## src/rtl/ocp_pkg.sv

```systemverilog
package ocp_pkg;
  typedef enum logic [1:0] {
    OVF_NONE = 2'd0,
    OVF_PRI  = 2'd1,
    OVF_COL  = 2'd2
  } ovf_e;

  localparam logic OP_LOOKUP = 1'b0;
  localparam logic OP_ALLOC  = 1'b1;
endpackage

```

## src/rtl/ocp_way_bank.sv

```systemverilog
module ocp_way_bank #(
  parameter int SETS  = 8,
  parameter int TAG_W = 6,
  parameter int ENT_W = 10
) (
  input  logic                     clk,
  input  logic                     rst,
  input  logic [$clog2(SETS)-1:0]  idx,
  input  logic                     we,
  input  logic [TAG_W-1:0]         wtag,
  input  logic [ENT_W-1:0]         went,
  output logic                     rd_vld,
  output logic [TAG_W-1:0]         rd_tag,
  output logic [ENT_W-1:0]         rd_ent
);
  logic [TAG_W-1:0] tag_mem [SETS];
  logic [ENT_W-1:0] ent_mem [SETS];
  logic [SETS-1:0]  vld_q;

  always_ff @(posedge clk) begin
    if (we) begin
      tag_mem[idx] <= wtag;
      ent_mem[idx] <= went;
    end
  end

  always_ff @(posedge clk) begin
    if (rst) vld_q <= '0;
    else if (we) vld_q[idx] <= 1'b1;
  end

  assign rd_vld = vld_q[idx];
  assign rd_tag = tag_mem[idx];
  assign rd_ent = ent_mem[idx];
endmodule

```

## src/rtl/ocp_local_meta.sv

```systemverilog
module ocp_local_meta
  import ocp_pkg::*;
#(
  parameter int LINE_AW = 6,
  parameter int ENT_W   = 10
) (
  input  logic               clk,
  input  logic               rst,
  input  logic [LINE_AW-1:0] line,
  input  logic               ent_we,
  input  logic [ENT_W-1:0]   ent_wdata,
  input  logic               st_we,
  input  ovf_e               st_wdata,
  output logic               rd_valid,
  output logic [ENT_W-1:0]   rd_ent,
  output ovf_e               rd_state
);
  localparam int LINES = 1 << LINE_AW;

  logic [ENT_W-1:0] ent_mem [LINES];
  logic [LINES-1:0] vld_q;
  ovf_e             st_q [LINES];

  always_ff @(posedge clk) begin
    if (ent_we) ent_mem[line] <= ent_wdata;
  end

  always_ff @(posedge clk) begin
    if (rst) begin
      vld_q <= '0;
      for (int i = 0; i < LINES; i++) st_q[i] <= OVF_NONE;
    end else begin
      if (ent_we) vld_q[line] <= 1'b1;
      if (st_we)  st_q[line]  <= st_wdata;
    end
  end

  assign rd_valid = vld_q[line];
  assign rd_ent   = ent_mem[line];
  assign rd_state = st_q[line];
endmodule

```

## src/rtl/ocp_sat.sv

```systemverilog
module ocp_sat #(
  parameter int SETS   = 8,
  parameter int WAYS   = 4,
  parameter int TAG_W  = 6,
  parameter int ENT_W  = 10,
  parameter int HEAD_W = 2
) (
  input  logic                           clk,
  input  logic                           rst,
  input  logic [$clog2(SETS)-1:0]        idx,
  input  logic                           we,
  input  logic [$clog2(WAYS)-1:0]        way,
  input  logic [TAG_W-1:0]               wtag,
  input  logic [ENT_W-1:0]               went,
  input  logic                           link_we,
  input  logic [HEAD_W-1:0]              link_head,
  output logic [WAYS-1:0]                rd_vld,
  output logic [WAYS-1:0][TAG_W-1:0]     rd_tag,
  output logic [WAYS-1:0][ENT_W-1:0]     rd_ent,
  output logic                           rd_ovf,
  output logic [HEAD_W-1:0]              rd_head_a,
  output logic [HEAD_W-1:0]              rd_head_b
);
  localparam int WAY_W = $clog2(WAYS);

  logic [SETS-1:0]   ovf_q;
  logic [HEAD_W-1:0] head_a_mem [SETS];
  logic [HEAD_W-1:0] head_b_mem [SETS];

  for (genvar w = 0; w < WAYS; w++) begin : g_way
    ocp_way_bank #(.SETS(SETS), .TAG_W(TAG_W), .ENT_W(ENT_W)) u_bank (
      .clk    (clk),
      .rst    (rst),
      .idx    (idx),
      .we     (we && (way == WAY_W'(w))),
      .wtag   (wtag),
      .went   (went),
      .rd_vld (rd_vld[w]),
      .rd_tag (rd_tag[w]),
      .rd_ent (rd_ent[w])
    );
  end

  always_ff @(posedge clk) begin
    if (link_we) begin
      head_a_mem[idx] <= link_head;
      head_b_mem[idx] <= link_head;
    end
  end

  always_ff @(posedge clk) begin
    if (rst) ovf_q <= '0;
    else if (link_we) ovf_q[idx] <= 1'b1;
  end

  assign rd_ovf    = ovf_q[idx];
  assign rd_head_a = head_a_mem[idx];
  assign rd_head_b = head_b_mem[idx];
endmodule

```

## src/rtl/ocp_gct.sv

```systemverilog
module ocp_gct #(
  parameter int SETS  = 4,
  parameter int WAYS  = 4,
  parameter int TAG_W = 6,
  parameter int ENT_W = 10
) (
  input  logic                           clk,
  input  logic                           rst,
  input  logic [$clog2(SETS)-1:0]        idx,
  input  logic                           we,
  input  logic [$clog2(WAYS)-1:0]        way,
  input  logic [TAG_W-1:0]               wtag,
  input  logic [ENT_W-1:0]               went,
  input  logic                           claim_en,
  output logic [WAYS-1:0]                rd_vld,
  output logic [WAYS-1:0][TAG_W-1:0]     rd_tag,
  output logic [WAYS-1:0][ENT_W-1:0]     rd_ent,
  output logic                           free_any,
  output logic [$clog2(SETS)-1:0]        free_idx
);
  localparam int IDX_W = $clog2(SETS);
  localparam int WAY_W = $clog2(WAYS);

  logic [SETS-1:0] claimed_q;

  for (genvar w = 0; w < WAYS; w++) begin : g_way
    ocp_way_bank #(.SETS(SETS), .TAG_W(TAG_W), .ENT_W(ENT_W)) u_bank (
      .clk    (clk),
      .rst    (rst),
      .idx    (idx),
      .we     (we && (way == WAY_W'(w))),
      .wtag   (wtag),
      .went   (went),
      .rd_vld (rd_vld[w]),
      .rd_tag (rd_tag[w]),
      .rd_ent (rd_ent[w])
    );
  end

  // lowest unclaimed collision set
  always_comb begin
    free_any = 1'b0;
    free_idx = '0;
    for (int s = SETS - 1; s >= 0; s--) begin
      if (!claimed_q[s]) begin
        free_any = 1'b1;
        free_idx = IDX_W'(s);
      end
    end
  end

  always_ff @(posedge clk) begin
    if (rst) claimed_q <= '0;
    else if (claim_en) claimed_q[free_idx] <= 1'b1;
  end
endmodule

```

## src/rtl/ovf_corr_pool.sv

```systemverilog
module ovf_corr_pool
  import ocp_pkg::*;
#(
  parameter int LINE_AW  = 6,
  parameter int POS_W    = 9,
  parameter int SAT_SETS = 8,
  parameter int SAT_WAYS = 4,
  parameter int GCT_WAYS = 4
) (
  input  logic                                                clk,
  input  logic                                                rst,
  input  logic                                                req_valid,
  input  logic                                                req_op,
  input  logic [LINE_AW-1:0]                                  req_line,
  input  logic [POS_W-1:0]                                    req_pos,
  input  logic                                                req_fix,
  output logic                                                rsp_valid,
  output logic                                                rsp_ok,
  output logic                                                rsp_extra,
  output logic [$clog2(2+SAT_WAYS+GCT_WAYS)-1:0]              rsp_count,
  output logic [(1+SAT_WAYS+GCT_WAYS)*(POS_W+1)-1:0]          rsp_ents
);
  localparam int ENT_W    = POS_W + 1;
  localparam int GCT_SETS = SAT_SETS / 2;
  localparam int SIDX_W   = $clog2(SAT_SETS);
  localparam int GIDX_W   = $clog2(GCT_SETS);
  localparam int SW_W     = $clog2(SAT_WAYS);
  localparam int GW_W     = $clog2(GCT_WAYS);
  localparam int MAX_ENT  = 1 + SAT_WAYS + GCT_WAYS;
  localparam int CNT_W    = $clog2(MAX_ENT + 1);

  function automatic logic [SIDX_W-1:0] set_of(input logic [LINE_AW-1:0] l);
    logic [SIDX_W-1:0] h;
    h = '0;
    for (int i = 0; i < LINE_AW; i++) h[i % SIDX_W] = h[i % SIDX_W] ^ l[i];
    return h;
  endfunction

  logic [ENT_W-1:0]  new_ent;
  logic [SIDX_W-1:0] s_idx;
  assign new_ent = {req_pos, req_fix};
  assign s_idx   = set_of(req_line);

  // local per-line state
  logic             loc_vld;
  logic [ENT_W-1:0] loc_ent;
  ovf_e             loc_st;
  logic             loc_we;
  logic             st_we;
  ovf_e             st_new;

  ocp_local_meta #(.LINE_AW(LINE_AW), .ENT_W(ENT_W)) u_local (
    .clk       (clk),
    .rst       (rst),
    .line      (req_line),
    .ent_we    (loc_we),
    .ent_wdata (new_ent),
    .st_we     (st_we),
    .st_wdata  (st_new),
    .rd_valid  (loc_vld),
    .rd_ent    (loc_ent),
    .rd_state  (loc_st)
  );

  // primary table
  logic [SAT_WAYS-1:0]              s_vld;
  logic [SAT_WAYS-1:0][LINE_AW-1:0] s_tag;
  logic [SAT_WAYS-1:0][ENT_W-1:0]   s_ent;
  logic                             s_ovf;
  logic [GIDX_W-1:0]                s_head_a, s_head_b;
  logic                             sat_we, link_we;
  logic [SW_W-1:0]                  s_free_way;
  logic                             s_full;

  // collision table
  logic [GCT_WAYS-1:0]              g_vld;
  logic [GCT_WAYS-1:0][LINE_AW-1:0] g_tag;
  logic [GCT_WAYS-1:0][ENT_W-1:0]   g_ent;
  logic                             g_free_any;
  logic [GIDX_W-1:0]                g_free_idx;
  logic [GIDX_W-1:0]                g_idx;
  logic                             gct_we, claim_en;
  logic [GW_W-1:0]                  g_free_way;
  logic                             g_full;
  logic                             link_ok;

  assign link_ok = s_ovf && (s_head_a == s_head_b);
  assign g_idx   = s_ovf ? s_head_a : g_free_idx;

  ocp_sat #(
    .SETS(SAT_SETS), .WAYS(SAT_WAYS), .TAG_W(LINE_AW), .ENT_W(ENT_W), .HEAD_W(GIDX_W)
  ) u_sat (
    .clk       (clk),
    .rst       (rst),
    .idx       (s_idx),
    .we        (sat_we),
    .way       (s_free_way),
    .wtag      (req_line),
    .went      (new_ent),
    .link_we   (link_we),
    .link_head (g_free_idx),
    .rd_vld    (s_vld),
    .rd_tag    (s_tag),
    .rd_ent    (s_ent),
    .rd_ovf    (s_ovf),
    .rd_head_a (s_head_a),
    .rd_head_b (s_head_b)
  );

  ocp_gct #(
    .SETS(GCT_SETS), .WAYS(GCT_WAYS), .TAG_W(LINE_AW), .ENT_W(ENT_W)
  ) u_gct (
    .clk      (clk),
    .rst      (rst),
    .idx      (g_idx),
    .we       (gct_we),
    .way      (g_free_way),
    .wtag     (req_line),
    .went     (new_ent),
    .claim_en (claim_en),
    .rd_vld   (g_vld),
    .rd_tag   (g_tag),
    .rd_ent   (g_ent),
    .free_any (g_free_any),
    .free_idx (g_free_idx)
  );

  // lowest free way in each table
  always_comb begin
    s_full     = 1'b1;
    s_free_way = '0;
    for (int w = SAT_WAYS - 1; w >= 0; w--) begin
      if (!s_vld[w]) begin
        s_full     = 1'b0;
        s_free_way = SW_W'(w);
      end
    end
  end

  always_comb begin
    g_full     = 1'b1;
    g_free_way = '0;
    for (int w = GCT_WAYS - 1; w >= 0; w--) begin
      if (!g_vld[w]) begin
        g_full     = 1'b0;
        g_free_way = GW_W'(w);
      end
    end
  end

  // allocation decision: local slot, primary way, chained set, new chain
  logic alloc_ok, alloc_extra;

  always_comb begin
    loc_we      = 1'b0;
    st_we       = 1'b0;
    st_new      = loc_st;
    sat_we      = 1'b0;
    gct_we      = 1'b0;
    claim_en    = 1'b0;
    link_we     = 1'b0;
    alloc_ok    = 1'b0;
    alloc_extra = 1'b0;
    if (req_valid && req_op == OP_ALLOC) begin
      if (!loc_vld) begin
        loc_we   = 1'b1;
        alloc_ok = 1'b1;
      end else if (!s_full) begin
        sat_we   = 1'b1;
        alloc_ok = 1'b1;
        st_we    = 1'b1;
        st_new   = (loc_st == OVF_COL) ? OVF_COL : OVF_PRI;
      end else if (s_ovf) begin
        alloc_extra = 1'b1;
        if (link_ok && !g_full) begin
          gct_we   = 1'b1;
          alloc_ok = 1'b1;
          st_we    = 1'b1;
          st_new   = OVF_COL;
        end
      end else if (g_free_any) begin
        claim_en    = 1'b1;
        link_we     = 1'b1;
        gct_we      = 1'b1;
        alloc_ok    = 1'b1;
        alloc_extra = 1'b1;
        st_we       = 1'b1;
        st_new      = OVF_COL;
      end
    end
  end

  // lookup gather in fixed order
  logic                            use_sat, use_gct;
  logic [MAX_ENT-1:0][ENT_W-1:0]   lk_ents;
  logic [CNT_W-1:0]                lk_cnt;

  assign use_sat = (loc_st != OVF_NONE);
  assign use_gct = (loc_st == OVF_COL) && link_ok;

  always_comb begin
    lk_ents = '0;
    lk_cnt  = '0;
    if (loc_vld) begin
      lk_ents[lk_cnt] = loc_ent;
      lk_cnt          = lk_cnt + CNT_W'(1);
    end
    for (int w = 0; w < SAT_WAYS; w++) begin
      if (use_sat && s_vld[w] && s_tag[w] == req_line) begin
        lk_ents[lk_cnt] = s_ent[w];
        lk_cnt          = lk_cnt + CNT_W'(1);
      end
    end
    for (int w = 0; w < GCT_WAYS; w++) begin
      if (use_gct && g_vld[w] && g_tag[w] == req_line) begin
        lk_ents[lk_cnt] = g_ent[w];
        lk_cnt          = lk_cnt + CNT_W'(1);
      end
    end
  end

  // registered response
  logic [MAX_ENT-1:0][ENT_W-1:0] ents_q;

  always_ff @(posedge clk) begin
    if (rst || !req_valid) begin
      rsp_valid <= 1'b0;
      rsp_ok    <= 1'b0;
      rsp_extra <= 1'b0;
      rsp_count <= '0;
      ents_q    <= '0;
    end else begin
      rsp_valid <= 1'b1;
      if (req_op == OP_ALLOC) begin
        rsp_ok    <= alloc_ok;
        rsp_extra <= alloc_extra;
        rsp_count <= '0;
        ents_q    <= '0;
      end else begin
        rsp_ok    <= 1'b1;
        rsp_extra <= use_gct;
        rsp_count <= lk_cnt;
        ents_q    <= lk_ents;
      end
    end
  end

  assign rsp_ents = ents_q;
endmodule

```

## config.mk

```make
export PLATFORM = sky130hd
export DESIGN_NAME = ovf_corr_pool
export DESIGN_NICKNAME = d
export VERILOG_FILES = /design/src/rtl/ocp_pkg.sv /design/src/rtl/ocp_way_bank.sv /design/src/rtl/ocp_local_meta.sv /design/src/rtl/ocp_sat.sv /design/src/rtl/ocp_gct.sv /design/src/rtl/ovf_corr_pool.sv
export SDC_FILE = /design/constraint.sdc
export NUM_CORES = 2
export LEC_CHECK = 0
export BUFFER_PORTS_ARGS = -buffer_cell sky130_fd_sc_hd__buf_2
export CAP_MARGIN = 5
export CORE_MARGIN = 3
export CORE_UTILIZATION = 40
export CTS_BUF_LIST = sky130_fd_sc_hd__clkbuf_8
export CTS_CLUSTER_SIZE = 28
export DETAILED_ROUTE_END_ITERATION = 8
export PLACE_DENSITY = 0.63
export REMOVE_ABC_BUFFERS = 1
export SETUP_SLACK_MARGIN = 0.05
export SLEW_MARGIN = 20
export SYNTH_ARGS = -nofsm -noshare
export SYNTH_HDL_FRONTEND = slang
export SYNTH_SLANG_ARGS = --single-unit
export TNS_END_PERCENT = 100
```

## constraint.sdc

```tcl
create_clock -name clk -period 17.7 [get_ports clk]
set_input_delay 1.77 -clock clk [delete_from_list [all_inputs] [get_ports clk]]
set_output_delay 1.77 -clock clk [all_outputs]
set_load 0.02 [all_outputs]
```

==> results.ini <==
[run_status]
status = complete, no violations

[drt]
antenna_left = 0
viasPerCell = 5.90
wl_per_cell_um = 27.2
first_pass_iters = 6
num_vias = 47500
drt_iter0_drc = 6013
drc = 0
drt_wl_total_mm = 219

[clock_tree]
post-cts-setup-buffers = 0
cts_inserted_buffers = 301
cts_tree = built
cts_resized = 0
cts.clk_slew.worst_paths_ns = 0.07
root_buffer = clkbuf_8
numClockSinks = 1773
ctsHoldBuffers = 0
cts_buffer_depth = 4
cts_max_level = 5
clk_latency_ns = 1.03

[finish]
drive_above_1_share_pct = 17.3
fin_nets = 5424
stdcell_area_um2 = 82800
multi_input_area_um2 = 21100
synthToLayoutAreaGrowth_pct = 12.6
fill_cells = 16000
utilization_pct = 45.6
seqCellArea_um2 = 51000

[worst_setup_path]
cp-start-kind = input port
critPathSlowestCell = buf_4
cp-end-kind = register
r2r_slack_ns = 8.61
crit_fanout = 50
startpoint = req_line[0]
crit_end = rsp_ents[2]
max_stage_delay_ns = 0.66
crit_top_cell = ha_1
crit_family = simple AND/OR/NAND/NOR gates
r2r-end = rsp_ents[2]
required_ns = 18.52
r2r-start = u_local.st_q[7][1]
critPathArrivalTime_ns = 12.09
ff2ff_path_depth = 31
critPathKind = in -> reg
cp.depth = 35
path_buf_inv = 8

[timing]
max_freq_mhz = 88.7
fin_hold_ws_ns = 0.467
fin_crit_sh_pct = 63.7
skew_ns = 0.121
finalSetupTns_ns = 0
drv_slew = 0
setup_violations = 0
hold_viol = 0
tightest_slew_ns = 1.29
rsz0062_at_grt = no
slew_headroom_pct = 13.4
period_minus_slack_ns = 11.27

[job]
cap_violations = 0

[global_route]
grt_max_degree = 119
grt_pass1_wl_mm = 317
grt.total_usage_pct = 22.3
grt_pass1_vias = 45600
grt-ovfl-total = 0
antenna_found_initial = 8

[synthesis]
synthCells = 5157
synth_edf_count = 1552
synth_area_um2 = 73600
ys_ff_latch = 1773
avgSynthCellArea_um2 = 14.3
synthArstFlopShare_pct = 0
synthFlopType = edfxtp_1
ys_types = 101
seq_area_frac_synth_pct = 69.4
yosysWarnings = 0

[power]
vdd.ir_drop.worst_v = 0.0000843
powerDensity_nw_per_um2 = 104
power.leakage_uw = 0.0279

[min_path]
min_path_type = reg -> reg

[die]
io_pins = 117
die_w_um = 435
core_area_um2 = 182000
initial_utilization_pct = 40.5
die-area_um2 = 189000
dieHeight_um = 435
rows = 156

[place]
port_buffers = 116
hpwl_mm = 136
dpl_cell_area_um2 = 77300
gp_congestion = 0.966

[routing by layer]
layer | part of all wire (%) | up-vias | track usage (%)
li1 | - | 20700 | -
met1 | 42 | 23800 | 31.0
met2 | 47 | 2496 | 35.5
met3 | 8.4 | 450 | 4.01
met4 | 3.3 | 2 | 7.41
met5 | 0.0059 | - | 0
[cell usage after synthesis, types with 14 or more instances]
master    number  area (um^2)
a41oi_1       20          175
dfxtp_1      221         4420
nand2b_1      14         87.6
nand2_1      219          822
edfxtp_1    1552        46600
nand3_1       57          285
a22oi_1      316         2370
buf_2         56          280
a22o_1        73          639
a21o_1        72          541
nor4_1        28          175
a211oi_1      38          285
buf_4         17          128
o22ai_1      131          820
mux4_2        42          946
o21ai_1       18         90.1
and4_1        23          201
a21oi_1      146          731
buf_6         19          214
nor2_1       499         1870
nand4_1       31          194
a31oi_1       90          563
mux2i_1      275         2750
inv_1         33          124
ha_1          22          275
mux2_2       122         1370
and3_1       154          963
and2_1        19          119
or2_2         17          106
buf_1         46          173
a221oi_1      93          815
clkbuf_1     233          875
nor3_1        60          300
xnor2_1       53          464
o21ai_0      129          646
[final cells by class]
type                       count  area share, %
inverter                      37          0.168
clock inverter               194           1.21
timing repair buffer         293           2.43
antenna                        5         0.0151
clock buffer                 328           5.45
tap                         2449           3.70
multi-input combinational   2976           25.4
sequential                  1773           61.6
[where the power goes]
part	total, uW	switching [uW]	internal [uW]
Clock	3420	1610	1810
Sequential	4570	7.12	4560
Combinational	618	457	161
Total	8610	2070	6530
[logic make-up after synthesis]
kind of cell / share of synthesized area (%)
xor+xnor: 0.983
buf+inv: 2.46
simple gates: 8.08
compound gates: 11.6
fa+ha+maj: 0.374
mux: 7.14
flops: 69.4
[through the flow]
step	worst slack, ns	instances	total power (uW)
5_1_grt	5.87	8051	8880
3_5_place_dp	5.61	7528	5270
6_report	6.43	8055	8610
4_1_cts	6.60	8050	8660
3_3_place_gp	5.86	7528	5260
2_1_floorplan	4.62	4786	4960
[worst min-delay path by stage]
| stage | from | endpoint | slack, ns | cells after the start |
|---|---|---|---|---|
| after global placement | u_gct.g_way[2].u_bank.vld_q[2] | u_gct.g_way[2].u_bank.vld_q[2] | 0.44 | 2 |
| after floorplan | u_local.vld_q[10] | u_local.vld_q[10] | 0.43 | 2 |
| final | u_gct.g_way[3].u_bank.vld_q[0] | u_gct.g_way[3].u_bank.vld_q[0] | 0.47 | 2 |
| after global routing | u_sat.g_way[3].u_bank.vld_q[4] | u_sat.g_way[3].u_bank.vld_q[4] | 0.48 | 2 |
| after CTS | u_local.vld_q[29] | u_local.vld_q[29] | 0.47 | 2 |
| after detailed placement | u_local.vld_q[29] | u_local.vld_q[29] | 0.46 | 2 |
[worst min-delay path, cell delays in order, from the launching register on]
cell and delay, ns:
dfxtp_1 0.32, nor2_1 0.05, nor2_1 0.06
[layout by cell type, fill, tap and decap left out, drive strengths merged, types with 65 or more instances in the layout]
cell / count
edfxtp: 1552
nor2: 505
clkbuf: 328
a22oi: 317
buf: 293
mux2i: 277
nand2: 223
dfxtp: 221
and3: 154
inv: 152
a21oi: 148
o21ai: 148
mux2: 134
o22ai: 132
a221oi: 94
a31oi: 90
a22o: 73
a21o: 72
nor3: 65
clkinv: 65
[state kept, by name, indices dropped and copies added, names as in the netlist]
signal and flops:
u_gct.g_way.u_bank.tag_mem 96, u_local.ent_mem 640, rsp_count 4, u_sat.head_b_mem 16, u_sat.g_way.u_bank.ent_mem 320, rsp_ok 1, u_gct.claimed_q 4, u_local.vld_q 64
u_local.st_q 128, rsp_valid 1, rsp_ents 90, u_sat.ovf_q 8, u_sat.g_way.u_bank.vld_q 32, u_gct.g_way.u_bank.vld_q 16, u_gct.g_way.u_bank.ent_mem 160, rsp_extra 1
u_sat.g_way.u_bank.tag_mem 192
No activity file was read; power rests on OpenSTA's default activity.
